<file path="config.mk">
export PLATFORM = sky130hd
export DESIGN_NAME = delayed_read_ctl
export DESIGN_NICKNAME = d
export VERILOG_FILES = /design/src/rtl/dr_pkg.sv /design/src/rtl/dr_timer.sv /design/src/rtl/dr_hold.sv /design/src/rtl/dr_status.sv /design/src/rtl/delayed_read_ctl.sv
export SDC_FILE = /design/constraint.sdc
export NUM_CORES = 1
export LEC_CHECK = 0
export CAP_MARGIN = 10
export CORE_MARGIN = 3
export CORE_UTILIZATION = 44
export CTS_BUF_LIST = sky130_fd_sc_hd__clkbuf_4 sky130_fd_sc_hd__clkbuf_8 sky130_fd_sc_hd__clkbuf_16
export DETAILED_ROUTE_END_ITERATION = 8
export DONT_BUFFER_PORTS = 1
export PLACE_DENSITY = 0.64
export SYNTH_ARGS = -nofsm -noshare
export SYNTH_HDL_FRONTEND = slang
export SYNTH_SLANG_ARGS = --single-unit
export TNS_END_PERCENT = 10
</file>
<file path="constraint.sdc">
create_clock -name clk -period 3.8 [get_ports clk]
set_clock_uncertainty 0.1 [all_clocks]
set_input_delay 0 -clock clk [delete_from_list [all_inputs] [get_ports clk]]
set_output_delay 0 -clock clk [all_outputs]
set_load 0.03 [all_outputs]
</file>
<file path="src/rtl/dr_pkg.sv">
package dr_pkg;
  typedef enum logic [1:0] {
    DR_IDLE  = 2'd0,
    DR_FETCH = 2'd1,
    DR_HOLD  = 2'd2,
    DR_DRAIN = 2'd3
  } dr_state_e;
endpackage

</file>
<file path="src/rtl/dr_timer.sv">
module dr_timer #(
  parameter int TMR_W = 15
) (
  input  logic clk,
  input  logic rst,
  input  logic start,
  input  logic run,
  output logic at_tc
);
  localparam logic [TMR_W-1:0] TC = {TMR_W{1'b1}};

  logic [TMR_W-1:0] cnt_q;

  always_ff @(posedge clk) begin
    if (rst) begin
      cnt_q <= '0;
    end else if (start) begin
      cnt_q <= '0;
    end else if (run && cnt_q != TC) begin
      cnt_q <= cnt_q + 1'b1;
    end
  end

  assign at_tc = (cnt_q == TC);
endmodule

</file>
<file path="src/rtl/dr_hold.sv">
module dr_hold #(
  parameter int ADDR_W = 32,
  parameter int DATA_W = 32
) (
  input  logic              clk,
  input  logic              rst,
  input  logic              load_addr,
  input  logic [ADDR_W-1:0] new_addr,
  input  logic              load_data,
  input  logic [DATA_W-1:0] new_data,
  input  logic [ADDR_W-1:0] cmp_addr,
  output logic [ADDR_W-1:0] addr_q,
  output logic [DATA_W-1:0] data_q,
  output logic              hit
);
  always_ff @(posedge clk) begin
    if (rst) begin
      addr_q <= '0;
      data_q <= '0;
    end else begin
      if (load_addr) addr_q <= new_addr;
      if (load_data) data_q <= new_data;
    end
  end

  assign hit = (addr_q == cmp_addr);
endmodule

</file>
<file path="src/rtl/dr_status.sv">
module dr_status (
  input  logic clk,
  input  logic rst,
  input  logic set_i,
  input  logic clr_i,
  output logic bit_q
);
  always_ff @(posedge clk) begin
    if (rst)        bit_q <= 1'b0;
    else if (set_i) bit_q <= 1'b1;
    else if (clr_i) bit_q <= 1'b0;
  end
endmodule

</file>
<file path="src/rtl/delayed_read_ctl.sv">
module delayed_read_ctl
  import dr_pkg::*;
#(
  parameter int ADDR_W = 32,
  parameter int DATA_W = 32,
  parameter int TMR_W  = 15
) (
  input  logic              clk,
  input  logic              rst,
  input  logic              rd_req,
  input  logic [ADDR_W-1:0] rd_addr,
  output logic              rsp_valid,
  output logic              rsp_retry,
  output logic [DATA_W-1:0] rsp_data,
  output logic              fch_req,
  output logic [ADDR_W-1:0] fch_addr,
  input  logic              fch_ack,
  input  logic [DATA_W-1:0] fch_data,
  input  logic              sts_clr,
  output logic              tmo_evt,
  output logic              sts_tte
);
  dr_state_e state_q, state_d;

  logic              hit, at_tc;
  logic [DATA_W-1:0] held_data;
  logic              busy, first_rd, complete, expire, acked;

  assign busy     = (state_q == DR_FETCH) || (state_q == DR_HOLD);
  assign first_rd = (state_q == DR_IDLE) && rd_req;
  assign complete = (state_q == DR_HOLD) && rd_req && hit;
  assign expire   = busy && at_tc && !complete;
  assign acked    = fch_req && fch_ack;

  always_comb begin
    state_d = state_q;
    case (state_q)
      DR_IDLE:  if (first_rd) state_d = DR_FETCH;
      DR_FETCH: begin
        if (expire)     state_d = acked ? DR_IDLE : DR_DRAIN;
        else if (acked) state_d = DR_HOLD;
      end
      DR_HOLD:  if (complete || expire) state_d = DR_IDLE;
      DR_DRAIN: if (acked) state_d = DR_IDLE;
      default:  state_d = DR_IDLE;
    endcase
  end

  always_ff @(posedge clk) begin
    if (rst) begin
      state_q   <= DR_IDLE;
      rsp_valid <= 1'b0;
      rsp_retry <= 1'b0;
      rsp_data  <= '0;
      fch_req   <= 1'b0;
      tmo_evt   <= 1'b0;
    end else begin
      state_q   <= state_d;
      rsp_valid <= rd_req;
      rsp_retry <= rd_req && !complete;
      rsp_data  <= complete ? held_data : '0;
      tmo_evt   <= expire;
      if (first_rd)   fch_req <= 1'b1;
      else if (acked) fch_req <= 1'b0;
    end
  end

  dr_timer #(.TMR_W(TMR_W)) u_timer (
    .clk   (clk),
    .rst   (rst),
    .start (first_rd),
    .run   (busy),
    .at_tc (at_tc)
  );

  dr_hold #(.ADDR_W(ADDR_W), .DATA_W(DATA_W)) u_hold (
    .clk       (clk),
    .rst       (rst),
    .load_addr (first_rd),
    .new_addr  (rd_addr),
    .load_data (acked),
    .new_data  (fch_data),
    .cmp_addr  (rd_addr),
    .addr_q    (fch_addr),
    .data_q    (held_data),
    .hit       (hit)
  );

  dr_status u_status (
    .clk   (clk),
    .rst   (rst),
    .set_i (expire),
    .clr_i (sts_clr),
    .bit_q (sts_tte)
  );
endmodule

</file>
==> run metrics, run 1 <==
Die Y-Extent 107 um; gpl congestion approximately 0.74; Die X 107 um; Yosys warning total 0; synth unique cells 39; CTS sink count 118; number of I/O port buffers 0; htree depth 4; Post-CTS Setup Inserts 0; PostCTS Resize Cnt 0; buffer depth of the longest clock path 2; Syn Nets 590; synthesized instance count ~520; TritonCTS Buffers 17; Root Driver clkbuf_8; DP Cell Count 625; register area share after synthesis 52.7%; average size of a mapped cell approximately 8.7 um2; dpl cell area 0.00456 mm2; Seq cells post-synth 118; Detail Placement HPWL between 6000 and 7000 um; Error [ERROR RSZ-0060] Max buffer count reached.; Starting Density 45.6%; IO Count 138; Hold Buf Count CTS 132; Stopped at clock tree synthesis (4_1_cts); cell area after synthesis 0.00448 mm2; status did not finish; # rows 36
stage by stage:
step	util, %	setup WS (ns)
floorplan	-	1.83
global placement	46.4	1.23
detailed placement	46.4	1.20
Yosys cell counts, drive strengths merged:
master	instances	area, um2
nand3b	1	7.51
o311ai	1	8.76
or3	4	30.0
o21a	1	7.51
a211oi	2	25.0
ha	5	62.6
a21oi	71	355
o2111ai	1	8.76
nand3	9	50.1
clkbuf	23	90.1
dfxtp	118	2360
mux2i	2	20.0
nor4	3	18.8
nand2b	4	25.0
nor2	15	56.3
a41oi	1	8.76
a31oi	1	6.26
buf	4	22.5
a21bo	1	10.0
inv	5	18.8
nand4	9	56.3
o21ai	5	25.0
and3	2	12.5
o21bai	1	7.51
o31ai	2	15.0
o211ai	1	7.51
xor2	9	78.8
nand2	139	522
nor3	3	15.0
nand4bb	1	11.3
and2	36	228
nor2b	2	12.5
xnor2	33	289
or2	1	6.26
kinds of logic after synthesis:
group                    Yosys count  share of synthesized area [%]
AND/OR/NAND/NOR                  229                           23.5
buffers and inverters             32                           2.93
XOR/XNOR                          42                           8.21
multiplexers                       2                          0.447
flip-flops                       118                           52.7
adder cells (fa/ha/maj)            5                           1.40
AO/OA/AOI/OAI                     88                           10.8
==> run 2, diff against run 1 <==
CORE_UTILIZATION = 29   (was 44)
CTS_BUF_LIST = default   (was sky130_fd_sc_hd__clkbuf_4 sky130_fd_sc_hd__clkbuf_8 sky130_fd_sc_hd__clkbuf_16)
PLACE_DENSITY = default   (was 0.64)
PLACE_DENSITY_LB_ADDON = 0.15   (was default)
==> run metrics, run 2 <==
status finished clean; asr flop ratio synth 0% (unchanged); first-pass GRT wire length between 15000 and 20000 um; largest net degree at the start of global routing 75; vias in the first global route 3914; CTS sink count 118 (unchanged); WP depth 7; Vias 3762; destination of the critical timing path u_status.bit_q; Switch Pwr 0.000861 W; minimum clock period after layout 2.87 ns; Pint 0.00250 W; synthesized instance count 516 (unchanged); combinational share of power 9.2%; P per Cell Area 539 mW/mm2; drt pass-1 iters 5; crit path launch u_hold.addr_q[28]; area leader, netlist dfxtp_1; Final Setup Violations 0; fillers 1468; Die X 130 um (+22%); critical path data arrival time 3.08 ns; post-synth top area share 52.7% (unchanged); WP buf/inv 1; Pwr Total between 0.003 and 0.004 W; Crit Path Class reg2reg; # rows 44 (+22%); Post-CTS Setup Inserts 0 (unchanged); Die Y-Extent 130 um (+22%); CTS clk-pin slew, worst paths 0.06 ns; Primary FF master, synth dfxtp_1; TritonCTS Buffers 17 (unchanged); number of flops mapped to enable cells by yosys 0 (unchanged); Max-slew headroom between 60% and 70%; Crit Reg-Reg Startpoint u_hold.addr_q[28]; Layout area overhead 39.2%; CTS tree built; htree depth 4 (unchanged); leakage power total 2.29 nW; CP cell instances xnor2_1 -> nand4_1 -> nor4_1 -> nand3_1 -> nand2b_1 -> a21oi_1 -> dlygate4sd3_1; adder-cell share of the synthesized area 1.40% (unchanged); fin. max-slew vios 0; Synth Area in Simple Gates 23.5% (unchanged); Sw Ratio 25.6%; drc violations 0; IO Count 138 (unchanged); Reg2Reg Depth 7; most frequent cells after synthesis nand2_1, dfxtp_1, a21oi_1; Die Footprint about 0.017 mm2; gpl congestion 0.740 (-0.60%); crit-path max cell delay roughly 0.57 ns; GR Overflow Total 0; Reg power frac 41.5%; Yosys warning total 0 (unchanged); DR iter-0 viols between 150 and 200; dpl cell area 0.00463 mm2 (+1.6%); Root Driver clkbuf_16; cell area after synthesis 0.00448 mm2 (unchanged); CP Capture Type flip-flop; nets 683; Clock Latency Late Sink 0.42 ns; buffer depth of the longest clock path 2 (unchanged); final hold vios 0; mux share of post-synthesis cell area 0.447% (unchanged); fin crit share 75.6%; top cells by area, synth dfxtp_1, nand2_1, a21oi_1; worst-margin pin slew 0.569 ns; Seq cells post-synth 118 (unchanged); share of cells above drive strength 1 slightly above 7%; Max FO, Critical Path 8; ANT nets after route 0; core area approximately 0.015 mm2; f_max 0.348 GHz; compound-cell area share of the yosys netlist 10.8% (unchanged); footprint of the multi-input gates 0.00199 mm2; Critical Path Slowest Stage Cell dlygate4sd3_1; Seq. cell area around 0.0024 mm2; CP top delay family simple AND/OR/NAND/NOR gates; Detail Placement HPWL 7330 um (+9.7%); crit start category flip-flop; worst min-delay path category in2reg; Max-Cap Viols 0; commonest cells after routing, fill and taps aside nand2_1, dfxtp_1, dlygate4sd3_1; most common cell after layout, fill and taps aside nand2_1; Critical Path RT 4.00 ns; Finished Cell Area 0.00624 mm2; synth unique cells 39 (unchanged); Starting Density 30.3% (-15 points); flop2flop setup slack 0.93 ns; Syn Nets 590 (unchanged); initial antenna violation count 0; XOR/XNOR share of the synthesized area 8.21% (unchanged); register area share after synthesis 52.7% (unchanged); average size of a mapped cell 8.68 um2 (unchanged); Clock power frac between 40% and 50%; largest family of logic cells by synthesized area simple AND/OR/NAND/NOR gates; Via-to-Cell Ratio between 4 and 5; Ant. Diodes 0; count leader, synth nand2_1; number of I/O port buffers 0 (unchanged); RSZ-0062 raised after global routing false; Tot GR Track Use 15.0%; post-DR wirelength/cell 15.2 um; Final TNS setup 0 ns; peak supply drop 304 uV; reg-to-reg critical path endpoint u_status.bit_q; WL final 12200 um; Regs by FF count rsp_data x32, u_hold.addr_q x32, u_hold.data_q x32
run 2: cell counts after synthesis:
Identical to the previous run, type by type.
run 2: area by class of cell:
cell class / instances / share of cell area [%]
flip-flops and latches: 118 / 37.9
multi-input cells: 366 / 31.9
repair buffers: 101 / 16.4
clock buffers: 19 / 7.10
well taps: 184 / 3.69
clock inverters: 13 / 2.75
inverters: 5 / 0.301
run 2: metrics by stage:
stage	util [%]	hold WS, ns	setup WS, ns	cells
after floorplan	-	0.0360	1.83	516
after global placement	31.3	-0.0224	1.24	677
after detailed placement	31.3	-0.0213	1.19	677
after CTS	42.0	0.0146	0.874	805
after global routing	42.1	0.0514	0.764	806
final	42.1	0.0195	0.926	806
run 2: repair_timing:
action	4_1_cts	5_1_grt
resized for setup	0	0
hold endpoints to repair	103	0
hold buffers	96	0
run 2: metal layers:
metal	global-route usage [%]	vias to the layer above	wire length (um)
li1	-	1876	-
met1	17.3	1736	5420
met2	24.0	132	5510
met3	6.34	18	1030
met4	7.09	0	251
met5	0	-	0
run 2: cells by family after synthesis:
logic type,Yosys count
and+or+nand+nor,229
DFF,118
AOI/OAI and AO/OA,88
xor gates and xnor gates,42
buffers and inverters,32
adders and majority gates,5
muxes,2
run 2: power groups by stage:
stage | Clock [W] | Sequential [W] | Combinational, W
floorplan | 0 | 0.00141 | 0.000178
global placement | 0 | 0.00142 | 0.000203
detailed placement | 0 | 0.00142 | 0.000208
CTS | 0.00169 | 0.00140 | 0.000307
global route | 0.00175 | 0.00140 | 0.000347
finish | 0.00166 | 0.00139 | 0.000311
run 2: worst register-to-register path: stages, from the launching register on:
cell	delay, ns
dfxtp_1	0.56
xnor2_1	0.18
nand4_1	0.15
nor4_1	0.44
nand3_1	0.39
nand2b_1	0.29
a21oi_1	0.10
dlygate4sd3_1	0.57
run 2: worst min-delay path by stage:
stage / endpoint / slack [ns] / from / depth (start not counted)
detailed placement: u_hold.data_q[23] / -0.02 / rst / 1
floorplan: u_hold.data_q[0] / 0.04 / fch_data[0] / 2
global placement: u_status.bit_q / -0.02 / rst / 1
CTS: u_hold.data_q[6] / 0.01 / fch_ack / 3
global route: u_hold.data_q[6] / 0.05 / fch_ack / 3
finish: u_hold.data_q[6] / 0.02 / fch_ack / 3
No activity file was read; power rests on OpenSTA's default activity.
==> run 3, diff against run 2 <==
clock period = 2.3 ns   (was 3.8 ns; I/O delays follow)
==> run metrics, run 3 (synthesized netlist as in run 2, its figures left out) <==
status finished clean; fin crit share 92.4% (+17 points); Max-slew headroom 61.3% (-0.78 points); P per Cell Area 820 mW/mm2 (+52%); post-DR wirelength/cell 14.4 um (-5.0%); largest net degree at the start of global routing 75 (unchanged); Die Y-Extent 130 um (unchanged); Starting Density 30.3% (unchanged); crit start category flip-flop; Seq. cell area 0.00236 mm2 (unchanged); Tot GR Track Use 15.3% (+0.36 points); Ant. Diodes 0 (unchanged); flop2flop setup slack 0.17 ns (-0.75 ns); first-pass GRT wire length 20300 um (+4.3%); CTS tree built; fin. max-slew vios 0 (unchanged); Critical Path Slowest Stage Cell dfxtp_1; Layout area overhead 51.7%; Die Footprint 0.0170 mm2 (unchanged); minimum clock period after layout 2.13 ns (-0.749 ns); IO Count 138 (unchanged); drc violations 0 (unchanged); nets 748 (+9.5%); worst-margin pin slew 0.581 ns (+0.0117 ns); Clock Latency Late Sink 0.41 ns (about the same); Die X 130 um (unchanged); GR Overflow Total 0 (unchanged); Final WS setup 0.175 ns (-0.751 ns); most common cell after layout, fill and taps aside nand2_1; gpl congestion 0.748 (+1.1%); fillers 1406 (-4.2%); number of I/O port buffers 0 (unchanged); buffer depth of the longest clock path 2 (unchanged); # rows 44 (unchanged); CP top delay family simple AND/OR/NAND/NOR gates; CTS sink count 118 (unchanged); core area 0.0148 mm2 (unchanged); TritonCTS Buffers 17 (unchanged); htree depth 4 (unchanged); DR iter-0 viols 174 (-13%); CTS clk-pin slew, worst paths 0.06 ns (about the same); CP Capture Type flip-flop; worst min-delay path category in2reg; f_max 0.471 GHz (+35%); Vias 4038 (+7.3%); Regs by FF count rsp_data x32, u_hold.addr_q x32, u_hold.data_q x32; vias in the first global route 4113 (+5.1%); WP buf/inv 2 (+1); CP cell instances inv_1 -> ha_1 -> nand3_1 -> nor4_1 -> nand3_2 -> nor2_2 -> buf_12 -> and2_1; footprint of the multi-input gates 0.00200 mm2 (+0.38%); WL final 12500 um (+2.7%); hold slack final 0.00895 ns (-0.0105 ns); Post-CTS Setup Inserts 0 (unchanged); crit-path max cell delay 0.34 ns (-0.23 ns); Critical Path RT 2.55 ns (-1.45 ns); leakage power total 2.70 nW (+18%); critical path data arrival time 2.38 ns (-0.70 ns); Max-Cap Viols 0 (unchanged); Via-to-Cell Ratio 4.64 (-0.67%); Detail Placement HPWL 7520 um (+2.6%); pre-CTS WS 0.143 ns (-1.04 ns); Root Driver clkbuf_16; commonest cells after routing, fill and taps aside nand2_1, dlygate4sd3_1, dfxtp_1; Final Setup Violations 0 (unchanged); drt pass-1 iters 4 (-1); ANT nets after route 0 (unchanged); Max FO, Critical Path 32 (+24); final hold vios 0 (unchanged); share of cells above drive strength 1 11.6% (+4.6 points); initial antenna violation count 1 (+1); peak supply drop 514 uV (+69%); Crit Path Class reg2reg
run 3: cell types whose count changed in the layout (fill, tap and decap cells not counted), moves of 2 or more:
cell / before / now
buf_4: 4 / 37
dlygate4sd3_1: 95 / 126
inv_6: 2 / 4
clkinv_4: 5 / 3
run 3: worst paths after layout:
check,start,endpoint,depth (start not counted)
setup / recovery,state_q[0],rsp_data[24],8
setup reg to reg,state_q[0],rsp_data[24],8
hold / removal,rd_req,state_q[1],5
hold reg to reg,u_hold.data_q[6],rsp_data[6],1
run 3: power by group:
group          leakage (nW)  internal (W)  switching [W]  total (W)
Combinational          1.46      0.000367       0.000397   0.000764
Sequential            0.958       0.00213      0.0000531    0.00218
Clock                 0.285       0.00164       0.000994    0.00263
Total                  2.70       0.00413        0.00144    0.00558
run 3: area by class of cell:
type / instances / area share, %
multi-input cells: 366 / 29.4
well taps: 184 / 3.39
flip-flops and latches: 118 / 34.8
inverters: 5 / 0.276
repair buffers: 166 / 23.5
clock buffers: 19 / 6.52
clock inverters: 13 / 2.15
run 3: timing repair:
item,CTS,global route
resized for setup,0,3
endpoints found under the setup margin,0,64
hold buffers,127,0
endpoints found under the hold margin,103,0
run 3: metal layers:
layer	global-route usage, %	wire length [um]	vias to the layer above
li1	-	-	2013
met1	18.0	5390	1869
met2	24.1	5690	135
met3	8.10	1250	17
met4	5.07	181	4
met5	0	23	-
run 3: stage by stage:
step                      std cells  setup TNS [ns]  cell area, um2  util (%)  power [W]
after global routing            871         -0.0233            6800      45.9    0.00583
after detailed placement        712               0            4910      33.1    0.00277
final                           871               0            6800      45.9    0.00558
after floorplan                 516               0            4480         -    0.00262
after global placement          712               0            4910      33.1    0.00276
after CTS                       871               0            6780      45.8    0.00564
run 3: worst min-delay path, stage by stage:
cell and delay [ns]:
nand3_1 0.07, nor4_1 0.06, nand3_2 0.16, o211ai_1 0.10, o311ai_0 0.09
==> run 4, diff against run 3 <==
PLACE_DENSITY_LB_ADDON = 0.25   (was 0.15)
==> run metrics, run 4 (synthesized netlist as in run 2, its figures left out) <==
status finished clean; CP Capture Type flip-flop; number of I/O port buffers 0 (unchanged); Detail Placement HPWL 7740 um (+2.9%); peak supply drop 606 uV (+18%); Reg power frac 39.2% (about the same); nets 729 (-2.5%); fillers 1423 (+1.2%); Critical Path Slowest Stage Cell dlygate4sd3_1; Max-slew headroom 61.4% (+0.16 points); minimum clock period after layout 2.19 ns (+0.0646 ns); core area 0.0148 mm2 (unchanged); Layout area overhead 47.1%; crit start category flip-flop; Regs by FF count rsp_data x32, u_hold.addr_q x32, u_hold.data_q x32; commonest cells after routing, fill and taps aside nand2_1, dfxtp_1, dlygate4sd3_1; Vias 3933 (-2.6%); post-DR wirelength/cell 14.8 um (+2.6%); first-pass GRT wire length 20100 um (-1.0%); Crit Path Class reg2reg; RSZ-0062 raised after global routing false; vias in the first global route 3999 (-2.8%); Max-Cap Viols 0 (unchanged); CP cell instances inv_1 -> ha_1 -> nand2_1 -> buf_4 -> nand2_1 -> a21oi_1 -> dlygate4sd3_1; Tot GR Track Use 15.2% (-0.18 points); Sw Ratio 24.2% (-1.7 points); initial antenna violation count 0 (-1); largest net degree at the start of global routing 75 (unchanged); Die Y-Extent 130 um (unchanged); Starting Density 30.3% (unchanged); CTS tree built; P per Cell Area 845 mW/mm2 (+3.0%); most common cell after layout, fill and taps aside nand2_1; Final Setup Violations 0 (unchanged); crit-path max cell delay 0.58 ns (+0.24 ns); Max FO, Critical Path 18 (-44%); Ant. Diodes 0 (unchanged); CP top delay family buffers and inverters; gpl congestion 0.741 (-0.90%); IO Count 138 (unchanged); Root Driver clkbuf_16; drc violations 0 (unchanged); Final WS setup 0.110 ns (-0.0646 ns); combinational share of power 13.5% (-0.2 points); fin crit share 95.2% (+2.8 points); drt pass-1 iters 5 (+1); buffer depth of the longest clock path 2 (unchanged); Post-CTS Setup Inserts 0 (unchanged); worst min-delay path category in2reg; worst-margin pin slew 0.578 ns (-0.00246 ns); WL final 12600 um (+0.13%); Clock power frac 47.3% (about the same); Die X 130 um (unchanged); final hold vios 0 (unchanged); Pint 0.00422 W (+2.2%); f_max 0.457 GHz (-2.9%); ANT nets after route 0 (unchanged); hold slack final 0.0202 ns (+0.0112 ns); leakage power total 2.58 nW (-4.4%); Die Footprint 0.0170 mm2 (unchanged); Switch Pwr 0.00135 W (-6.6%); CTS clk-pin slew, worst paths 0.05 ns (about the same); htree depth 4 (unchanged); critical path data arrival time 2.43 ns (+0.05 ns); TritonCTS Buffers 17 (unchanged); Via-to-Cell Ratio 4.63 (-0.19%); pre-CTS WS 0.172 ns (+0.0283 ns); Final TNS setup 0 ns (unchanged); CTS sink count 118 (unchanged); share of cells above drive strength 1 11.3% (-0.38 points); DR iter-0 viols 149 (-14%); Critical Path RT 2.54 ns (about the same); most used cell, CP nand2_1; fin. max-slew vios 0 (unchanged); final core occ 44.5% (-1.4 points); WP buf/inv 3 (+1); GR Overflow Total 0 (unchanged); Clock Latency Late Sink 0.40 ns (about the same); # rows 44 (unchanged)
[run 4: cell count changes in the layout (fill, tap and decap cells not counted), moves of 2 or more]
cell	delta
dlygate4sd3_1	-20
inv_6	-4
clkinv_2	+2
clkinvlp_4	-2
[run 4: final cells by class]
cell class | instances | area, um2 | share of cell area (%)
sequential | 118 | 2360 | 35.8
multi-input combinational | 366 | 1990 | 30.1
timing repair buffer | 147 | 1410 | 21.3
clock buffer | 21 | 460 | 6.99
tap | 184 | 230 | 3.49
clock inverter | 9 | 128 | 1.94
inverter | 5 | 18.8 | 0.285
[run 4: per-stage QoR]
step	power, W	std cells	instance area (um2)
4_1_cts	0.00562	850	6590
2_1_floorplan	0.00262	516	4480
3_3_place_gp	0.00276	713	4910
5_1_grt	0.00581	850	6590
6_report	0.00557	850	6590
3_5_place_dp	0.00277	713	4910
[run 4: path summary, 6_finish.rpt]
check | start | to | slack [ns] | cells after the start
max | state_q[0] | u_hold.addr_q[8] | 0.11 | 7
min | rd_req | u_hold.addr_q[21] | 0.02 | 4
min reg2reg | u_hold.data_q[7] | rsp_data[7] | 0.35 | 1
max reg2reg | state_q[0] | u_hold.addr_q[8] | 0.11 | 7
[run 4: tightest hold or removal path, delay by kind of cell]
kind            cells  cell delay (ns)
compound gates      1             0.07
simple gates        2             0.16
buf+inv             1             0.22
[run 4: power groups by stage]
| stage | Combinational [W] | Sequential (W) | Clock [W] |
|---|---|---|---|
| final | 0.000752 | 0.00218 | 0.00263 |
| after global routing | 0.000816 | 0.00219 | 0.00280 |
| after CTS | 0.000744 | 0.00218 | 0.00270 |
| after detailed placement | 0.000549 | 0.00223 | 0 |
| after global placement | 0.000542 | 0.00222 | 0 |
| after floorplan | 0.000294 | 0.00232 | 0 |
[run 4: routing by layer]
metal  up-vias  routed length (um)  global-route usage, %
met5         -                   0                      0
met4         0                 165                   4.89
met3        10                 848                   5.36
met2       129                6150                   26.3
met1      1824                5390                   17.4
li1       1970                   -                      -
[run 4: repair_timing]
action / CTS / global route
resized for setup: 0 / 1
endpoints found under the hold margin: 103 / 0
endpoints found under the setup margin: 0 / 7
hold buffers: 107 / 0
